[src/rtl/rdw_pkg.sv]
package rdw_pkg;
  localparam int LINK_OFS = 0;
  localparam int SIZE_OFS = 1;
  localparam int STAT_OFS = 2;
  localparam int DATA_OFS = 3;
  localparam int ST_DONE_BIT  = 31;
  localparam int ST_FINAL_BIT = 30;
  localparam int ST_ROOM_BIT  = 29;

  typedef enum logic [2:0] {
    ST_REQ, ST_WAIT, ST_TAKE, ST_ARMED, ST_RECV, ST_WB
  } rdw_state_e;
endpackage

[src/rtl/rdw_packer.sv]
module rdw_packer #(
  parameter int CW = 16
) (
  input  logic          clk,
  input  logic          rst,
  input  logic          clear,
  input  logic          take,
  input  logic          last,
  input  logic [7:0]    byte_in,
  input  logic [CW-1:0] size,
  output logic          word_wr,
  output logic [CW-3:0] word_idx,
  output logic [31:0]   word_data,
  output logic [CW-1:0] count,
  output logic          ovf
);
  logic [CW-1:0] cnt;
  logic [31:0]   pack;
  logic [31:0]   merged;
  logic [1:0]    lane;
  logic          accept;
  logic          ovf_q;

  assign lane   = cnt[1:0];
  assign accept = take && (cnt < size);

  for (genvar g = 0; g < 4; g++) begin : g_lane
    assign merged[8*g +: 8] = (lane == 2'(g)) ? byte_in : pack[8*g +: 8];
  end

  assign word_wr   = accept && (lane == 2'd3 || last ||
                     (({1'b0, cnt} + 1'b1) == {1'b0, size}));
  assign word_idx  = cnt[CW-1:2];
  assign word_data = merged;
  assign count     = cnt;
  assign ovf       = ovf_q;

  always_ff @(posedge clk) begin
    if (rst || clear) begin
      cnt   <= '0;
      pack  <= '0;
      ovf_q <= 1'b0;
    end else if (take) begin
      if (accept) begin
        cnt  <= cnt + 1'b1;
        pack <= word_wr ? 32'd0 : merged;
      end else begin
        ovf_q <= 1'b1;
      end
    end
  end

  assert_cnt_cap_R4: assert property (@(posedge clk) disable iff (rst)
    cnt <= size);
  assert_ovf_full_R5: assert property (@(posedge clk) disable iff (rst)
    ovf_q |-> (cnt == size));
endmodule

[src/rtl/rdw_addr_gen.sv]
module rdw_addr_gen
  import rdw_pkg::*;
#(
  parameter int AW = 8,
  parameter int IW = 14
) (
  input  logic [31:0]   base,
  input  logic [31:0]   link,
  input  logic [AW-1:0] cur,
  input  logic [IW-1:0] widx,
  output logic [AW-1:0] next_desc,
  output logic [AW-1:0] data_addr,
  output logic [AW-1:0] stat_addr
);
  logic [31:0] sum;
  assign sum       = base + link;
  assign next_desc = sum[AW-1:0];
  assign data_addr = cur + AW'(DATA_OFS) + AW'(widx);
  assign stat_addr = cur + AW'(STAT_OFS);
endmodule

[src/rtl/rdw_ring_writer.sv]
module rdw_ring_writer
  import rdw_pkg::*;
#(
  parameter int AW = 8,
  parameter int CW = 16
) (
  input  logic          clk,
  input  logic          rst,
  input  logic [31:0]   base_addr,
  input  logic          in_valid,
  input  logic          in_sof,
  input  logic          in_eof,
  input  logic [7:0]    in_byte,
  output logic          rd_en,
  output logic [AW-1:0] rd_addr,
  input  logic [31:0]   rd_data,
  output logic          wr_en,
  output logic [AW-1:0] wr_addr,
  output logic [31:0]   wr_data,
  output logic          frame_done,
  output logic          rdy,
  output logic          stall
);
  localparam int IW = CW - 2;

  rdw_state_e    state;
  logic [1:0]    idx;
  logic [AW-1:0] cur;
  logic [31:0]   link;
  logic [CW-1:0] size;
  logic          take;
  logic          pk_wr;
  logic [IW-1:0] pk_idx;
  logic [31:0]   pk_word;
  logic [CW-1:0] pk_cnt;
  logic          pk_ovf;
  logic [AW-1:0] next_desc;
  logic [AW-1:0] data_addr;
  logic [AW-1:0] stat_addr;
  logic [31:0]   status;
  logic [AW-1:0] wr_off;

  assign take = in_valid && ((state == ST_ARMED && in_sof) || state == ST_RECV);
  assign rdy  = (state == ST_ARMED);

  always_comb begin
    status = '0;
    status[CW-1:0]      = pk_cnt;
    status[ST_DONE_BIT]  = 1'b1;
    status[ST_FINAL_BIT] = 1'b1;
    status[ST_ROOM_BIT]  = pk_ovf;
  end

  rdw_packer #(.CW(CW)) u_pack (
    .clk(clk), .rst(rst), .clear(state == ST_WB), .take(take),
    .last(in_eof), .byte_in(in_byte), .size(size),
    .word_wr(pk_wr), .word_idx(pk_idx), .word_data(pk_word),
    .count(pk_cnt), .ovf(pk_ovf)
  );

  rdw_addr_gen #(.AW(AW), .IW(IW)) u_addr (
    .base(base_addr), .link(link), .cur(cur), .widx(pk_idx),
    .next_desc(next_desc), .data_addr(data_addr), .stat_addr(stat_addr)
  );

  always_ff @(posedge clk) begin
    if (rst) begin
      state      <= ST_REQ;
      idx        <= 2'd0;
      cur        <= base_addr[AW-1:0];
      link       <= '0;
      size       <= '0;
      rd_en      <= 1'b0;
      rd_addr    <= '0;
      wr_en      <= 1'b0;
      wr_addr    <= '0;
      wr_data    <= '0;
      frame_done <= 1'b0;
      stall      <= 1'b0;
    end else begin
      rd_en      <= 1'b0;
      wr_en      <= 1'b0;
      frame_done <= 1'b0;
      case (state)
        ST_REQ: begin
          rd_en   <= 1'b1;
          rd_addr <= cur + AW'(idx);
          state   <= ST_WAIT;
        end
        ST_WAIT: state <= ST_TAKE;
        ST_TAKE: begin
          if (idx == 2'(LINK_OFS)) begin
            link  <= rd_data;
            idx   <= 2'(SIZE_OFS);
            state <= ST_REQ;
          end else if (idx == 2'(SIZE_OFS)) begin
            size  <= rd_data[CW-1:0];
            idx   <= 2'(STAT_OFS);
            state <= ST_REQ;
          end else if (rd_data[ST_DONE_BIT] || rd_data[ST_FINAL_BIT]) begin
            stall <= 1'b1;
            state <= ST_REQ;
          end else begin
            stall <= 1'b0;
            state <= ST_ARMED;
          end
        end
        ST_ARMED: if (in_valid && in_sof) state <= in_eof ? ST_WB : ST_RECV;
        ST_RECV:  if (in_valid && in_eof) state <= ST_WB;
        ST_WB: begin
          wr_en      <= 1'b1;
          wr_addr    <= stat_addr;
          wr_data    <= status;
          frame_done <= 1'b1;
          cur        <= next_desc;
          idx        <= 2'(LINK_OFS);
          state      <= ST_REQ;
        end
        default: state <= ST_REQ;
      endcase
      if (pk_wr) begin
        wr_en   <= 1'b1;
        wr_addr <= data_addr;
        wr_data <= pk_word;
      end
    end
  end

  assign wr_off = wr_addr - cur;

  assert_done_stat_R6: assert property (@(posedge clk) disable iff (rst)
    frame_done |-> (wr_en && wr_addr == $past(cur) + AW'(STAT_OFS)));
  assert_data_area_R5: assert property (@(posedge clk) disable iff (rst)
    (wr_en && !frame_done) |-> (int'(wr_off) >= DATA_OFS &&
      int'(wr_off) < DATA_OFS + (int'(size) + 3) / 4));
  assert_stall_quiet_R8: assert property (@(posedge clk) disable iff (rst)
    stall |-> (!rdy && !wr_en));
  assert_armed_noread_R10: assert property (@(posedge clk) disable iff (rst)
    rdy |-> !rd_en);
endmodule

[config.mk]
export PLATFORM = sky130hd
export DESIGN_NAME = rdw_ring_writer
export DESIGN_NICKNAME = d
export VERILOG_FILES = /design/src/rtl/rdw_pkg.sv /design/src/rtl/rdw_packer.sv /design/src/rtl/rdw_addr_gen.sv /design/src/rtl/rdw_ring_writer.sv
export SDC_FILE = /design/constraint.sdc
export NUM_CORES = 1
export LEC_CHECK = 0
export CORE_MARGIN = 5
export CORE_UTILIZATION = 48
export DETAILED_ROUTE_END_ITERATION = 6
export HOLD_SLACK_MARGIN = 0.08
export PLACE_DENSITY = 0.77
export SYNTH_ARGS = -nofsm -noshare
export SYNTH_HDL_FRONTEND = slang
export SYNTH_SLANG_ARGS = --single-unit
[constraint.sdc]
create_clock -name clk -period 2.6 [get_ports clk]
set_input_delay 0.52 -clock clk [delete_from_list [all_inputs] [get_ports clk]]
set_output_delay 0.52 -clock clk [all_outputs]
set_load 0.02 [all_outputs]
* Yosys cells after proc, flatten, opt, wreduce, memory -nomap -nowiden
Cells that the tools add are included.
Operators by class: order comparisons 1, reduce and logical (&&, ||, !) cells 24, add/subtract/negate cells 7, eq/ne operators 13, mux-type cells 25, bitwise operators 3
Operator list (count):
- two-way mux 32 bit | 3
- two-way mux 8 bit | 8
- adder 16 x 1 -> 17 bit (second input constant) | 1
- == test 17 x 16 -> 1 bit | 1
- adder 16 x 1 -> 16 bit (second input constant) | 1
- adder 8 x 2 -> 8 bit (second input constant) | 2
- adder 8 bit | 2
- less-than comparator 16 bit | 1
- case mux 3 bit (5 select lines) | 1
- two-way mux 2 bit | 5
- AND reduction 2 bit | 5
- adder 8 x 2 -> 8 bit | 1
- == test 3 x 2 -> 1 bit (second input constant) | 2
- == test 3 bit (second input constant) | 2
- logical AND 1 bit | 6
- two-way mux 3 bit | 2
- AND reduction 3 bit | 2
- nonzero test 2 bit | 3
- logical OR 1 bit | 5
- two-way mux 1 bit | 5
- == test 2 x 1 -> 1 bit (second input constant) | 2
- == test 2 bit (second input constant) | 2
- zero test 2 bit | 2
- != test 2 x 1 -> 1 bit (second input constant) | 2
- other kinds (5) | 7
Storage, ports and cells: bits of input ports 77, register bits after elaboration 138, output and inout bits 53

* Depth between registers and ports, before layout
depth in word-level cells 7, mapped depth 15, mapped depth without buffers 14

* Cells and area by module
From an unflattened synthesis, not the netlist that was laid out.
Second synthesis, totals: cells, all modules 1037, area total of the unflattened synthesis 8697.1 µm²
By module, submodules not included:
- rdw_ring_writer | seq. area each 2342.2 µm², area each 4445.5 µm², cells an instance 529, instances 1
- rdw_packer | seq. area each 980.9 µm², area each 3495.9 µm², cells an instance 410, instances 1
- rdw_addr_gen | seq. area each 0.0 µm², area each 755.7 µm², cells an instance 98, instances 1

* Worst setup path after synthesis
Ideal clock, no wire load.
kind reg-to-reg, start point register size[13], end point register wr_addr[1], stages on the path, launching flop included 13, slack -273 ps, arrival 2757 ps, period minus slack after synthesis 2873 ps, library setup time 117 ps, path through dfxtp_1 -> inv_1 -> ha_1 -> a211oi_1 -> o211ai_1 -> a221oi_1 -> nand2_1 -> or2_2 -> clkbuf_1 -> o31a_1 -> and2_1 -> buf_4 -> a22o_1
On the way: word-level cells in the longest chain between the ends 4, elaborated cells on any way between the ends 7, those cells by class order compare: 1; eq/ne: 1; mux: 1; reduce/logical: 4
Ends and longest elaborated chain:
- start: declaration | RTL line rdw_ring_writer.sv:30 | logic [CW-1:0] size;
- start signal: assignment | RTL line rdw_ring_writer.sv:97 | size <= rd_data[CW-1:0];
- less-than comparator 16 bit / == test 17 x 16 -> 1 bit (equally long branches) | RTL line rdw_packer.sv:25, rdw_packer.sv:32
- logical AND 1 bit / logical OR 1 bit (equally long branches) | RTL line rdw_packer.sv:25, rdw_packer.sv:31
- logical AND 1 bit * | RTL line rdw_packer.sv:31 | assign word_wr = accept && (lane == 2'd3 || last ||
- two-way mux 8 bit / nonzero test 2 bit (equally long branches)
- end signal: assignment | RTL line rdw_ring_writer.sv:112 | wr_addr <= stat_addr;
- end signal: assignment | RTL line rdw_ring_writer.sv:123 | wr_addr <= data_addr;
- end: declaration | RTL line rdw_ring_writer.sv:18 | output logic [AW-1:0] wr_addr,
Every way passes the cells marked *; elsewhere a longest branch is shown, timed or not. A chain may end at the register's enable or synchronous reset.

* Worst setup path after layout
start point register u_pack.cnt[1] (netlist: u_pack.count[1]), end point register u_pack.pack[26]
On the way: word-level cells in the longest chain between the ends 5, elaborated cells on any way between the ends 11, those cells by class add/sub: 1; order compare: 1; eq/ne: 2; mux: 2; reduce/logical: 5
Ends and longest elaborated chain:
- start: declaration | RTL line rdw_packer.sv:17 | logic [CW-1:0] cnt;
- start signal: assignment | RTL line rdw_packer.sv:45 | cnt <= cnt + 1'b1;
- adder 16 x 1 -> 17 bit / == test 2 bit (equally long branches) | RTL line rdw_packer.sv:32, rdw_packer.sv:28, rdw_packer.sv:31
- == test 17 x 16 -> 1 bit / logical OR 1 bit (equally long branches) | RTL line rdw_packer.sv:32, rdw_packer.sv:31
- logical OR 1 bit | RTL line rdw_packer.sv:31
- logical AND 1 bit | RTL line rdw_packer.sv:31
- two-way mux 32 bit | RTL line rdw_packer.sv:46 | pack <= word_wr ? 32'd0 : merged;
- end signal: assignment | RTL line rdw_packer.sv:46
- end: declaration | RTL line rdw_packer.sv:18 | logic [31:0] pack;
Several ways; a longest one is shown, not always the timed one.

==> flow_summary.toml <==
[placement]
place_congestion = 0.859
io_buffers = 91
place_ws_ns = -0.297
place_inst = 1170
hpwl_um = 14100

[setup_path]
start_kind = "register"
crit_family = "compound AO/OA/AOI/OAI gates"
critical-path-max-stage-delay_ns = 0.45
arrival_ns = 3.17
cp_max_fo = 8
crit_required_ns = 2.92
cp_slowest_cell = "or4_4"
endpoint_kind = "register"
path_class = "reg -> reg"
worstPathCellList = "ha_4, buf_6, a41o_1, o32ai_2, o211ai_1, or4_4, o31a_4, buf_12, clkbuf_16, and3_1"
path_buf_inv = 3

[cts]
cts_made_buffers = 17
cts_tree = "yes"
clk_pin_slew_ns = 0.06
cts_sinks = 138
cts_buffer_depth = 2
cts_max_level = 4
insertion_delay_ns = 0.43
cts_root_buf = "clkbuf_16"

[timing]
report.final.slew_viol_count = 0
timing.final.crit_share_pct = 110
period_minus_slack_ns = 2.85
rsz0062_at_grt = "yes"
setup_viol = 73
finalHoldViolCount = 0
skew_ns = 0.0133
max-slew-margin-rel_pct = 53.4
fmax_ghz = 0.351
fin_ws_ns = -0.250
hold_ws_ns = 0.454
tightestPinTransition_ns = 0.695

[global_routing]
grt_usage_pct = 23.5
antenna_found_initial = 0
grt_start_max_net_pins = 88
grt_pass1_wl_um = 34100
grt_pass1_vias = 6712
grt_overflow = 0

[floorplanning]
die_x_um = 134
io-pin-count = 130
die-area_mm2 = 0.0181
core_mm2 = 0.0152
die_y_um = 134
start_util_pct = 48.9
core.rowCount = 45

[finish]
nets = 1141
stdcell_count = 1219
final_util_pct = 70.0
syn_to_final_growth_pct = 43.1
drive_above_1_share_pct = 25.4
diodes = 0

[run]
maxCapViolCount = 0

[synth]
syn-num-nets = 979
avgSynthCellArea_um2 = 8.68
synth.area.top_cells = "dfxtp_1 (35%), ha_1 (7.2%), mux2i_1 (5.4%)"
yosysWarnings = 0
synth_cell_types = 66
yosys-top-cells-count = "dfxtp_1 (130), nand2_1 (93), nor2_1 (86)"
synthArstFlopShare_pct = 0
synth_most_common_cell = "dfxtp_1"
synth_top_area_cell = "dfxtp_1"
yosys_register_bits = 138
synth_top_area_share_pct = 35.0
syn_area_mm2 = 0.00743
ys.flop_type = "dfxtp_1"
yosysSeqAreaShare_pct = 38.2
synth-edff-count = 8
synth_cells = 856

[routing]
firstDrtPassIters = 5
drtIter0Drc = 493
postRouteAntennaNets = 0
dr_total_vias = 7018
wl_per_cell_um = 19.1
viasPerCell = 5.76
wirelength_um = 23300
drc_errors = 0

[min_path]
min_path_type = "reg -> reg"

[outcome]
status = "finished, violations left"
failed_checks = "negative setup slack"

[power]
ir_drop_v = 0.000622
power_density_mw_per_mm2 = 507
p_leak_nw = 4.32
total_power_mw = 5.39
[routing by layer]
metal	part of all wire [%]	vias to the layer above	global-route usage [%]
li1	-	3340	-
met1	40	3331	30.1
met2	49	281	40.0
met3	7.0	66	4.91
met4	3.4	0	7.01
met5	0	-	0
[cell usage in the layout (no fill, tap or decap), drive strengths merged, types with 26 or more instances in the layout]
cell type | synthesis | layout
clkbuf | 41 | 26
inv | 41 | 44
xnor2 | 29 | 29
nor2 | 86 | 86
o21ai | 30 | 30
dfxtp | 130 | 130
clkdlybuf4s50 | 0 | 90
nand2 | 94 | 94
a21oi | 45 | 45
buf | 20 | 108
mux2i | 40 | 40
ha | 43 | 43
[cell type report]
class / count / area [um2]
tap: 188 / 235
clock inverter: 11 / 153
fill: 1074 / 4570
inverter: 42 / 158
clock buffer: 21 / 493
sequential: 138 / 2860
multi-input combinational: 616 / 4770
timing repair buffer: 203 / 1960
[cells by family after synthesis]
family,Yosys count,synth area share [%]
buffers and inverters,103,5.86
AO/OA/AOI/OAI,186,17.6
XOR/XNOR,53,6.24
AND/OR/NAND/NOR,284,17.6
adder cells (fa/ha/maj),46,8.05
multiplexers,46,6.40
flip-flops,138,38.2
[worst reg2reg max path, stage by stage, from the launching register on]
cell and delay, ns:
dfxtp_4 0.37, ha_4 0.20, buf_6 0.12, a41o_1 0.23, o32ai_2 0.23, o211ai_1 0.11
or4_4 0.45, o31a_4 0.45, buf_12 0.20, clkbuf_16 0.17, and3_1 0.19
[worst paths after layout]
path | startpoint | endpoint | slack, ns | cells after the start
setup / recovery | u_pack.count[1] | u_pack.pack[26] | -0.25 | 10
hold / removal | u_pack.pack[21] | u_pack.pack[21] | 0.45 | 2
setup reg to reg | u_pack.count[1] | u_pack.pack[26] | -0.25 | 10
hold reg to reg | u_pack.pack[21] | u_pack.pack[21] | 0.45 | 2
[stage by stage]
stage / cell area (um2) / TNS, ns
after CTS: 9970 / -3.56
after detailed placement: 9140 / -13.32
after global routing: 10600 / -16.06
after floorplan: 7530 / -0.0193
final: 10600 / -10.95
after global placement: 9140 / -10.05
[flip-flops by register name, summed over array words and instances (netlist names)]
name / flops
cur: 8
frame_done: 1
idx: 2
link: 8
rd_addr: 8
rd_en: 1
size: 16
stall: 1
state: 3
u_pack.count: 16
u_pack.ovf: 1
u_pack.pack: 32
wr_addr: 8
wr_data: 32
wr_en: 1
[where the power goes]
part	internal, mW	total [mW]	switching, mW
logic	0.247	0.532	0.285
registers	2.18	2.21	0.0339
clock network	1.66	2.64	0.982
total	4.09	5.39	1.30
[timing repair]
item | in CTS | in global routing
hold buffers | 0 | 0
gates resized for setup | 28 | 105
cloned | 1 | 6
pin swaps | 6 | 40
buffers inserted | 2 | 8
endpoints found under the setup margin | 76 | 82
No activity file was read; power rests on OpenSTA's default activity.
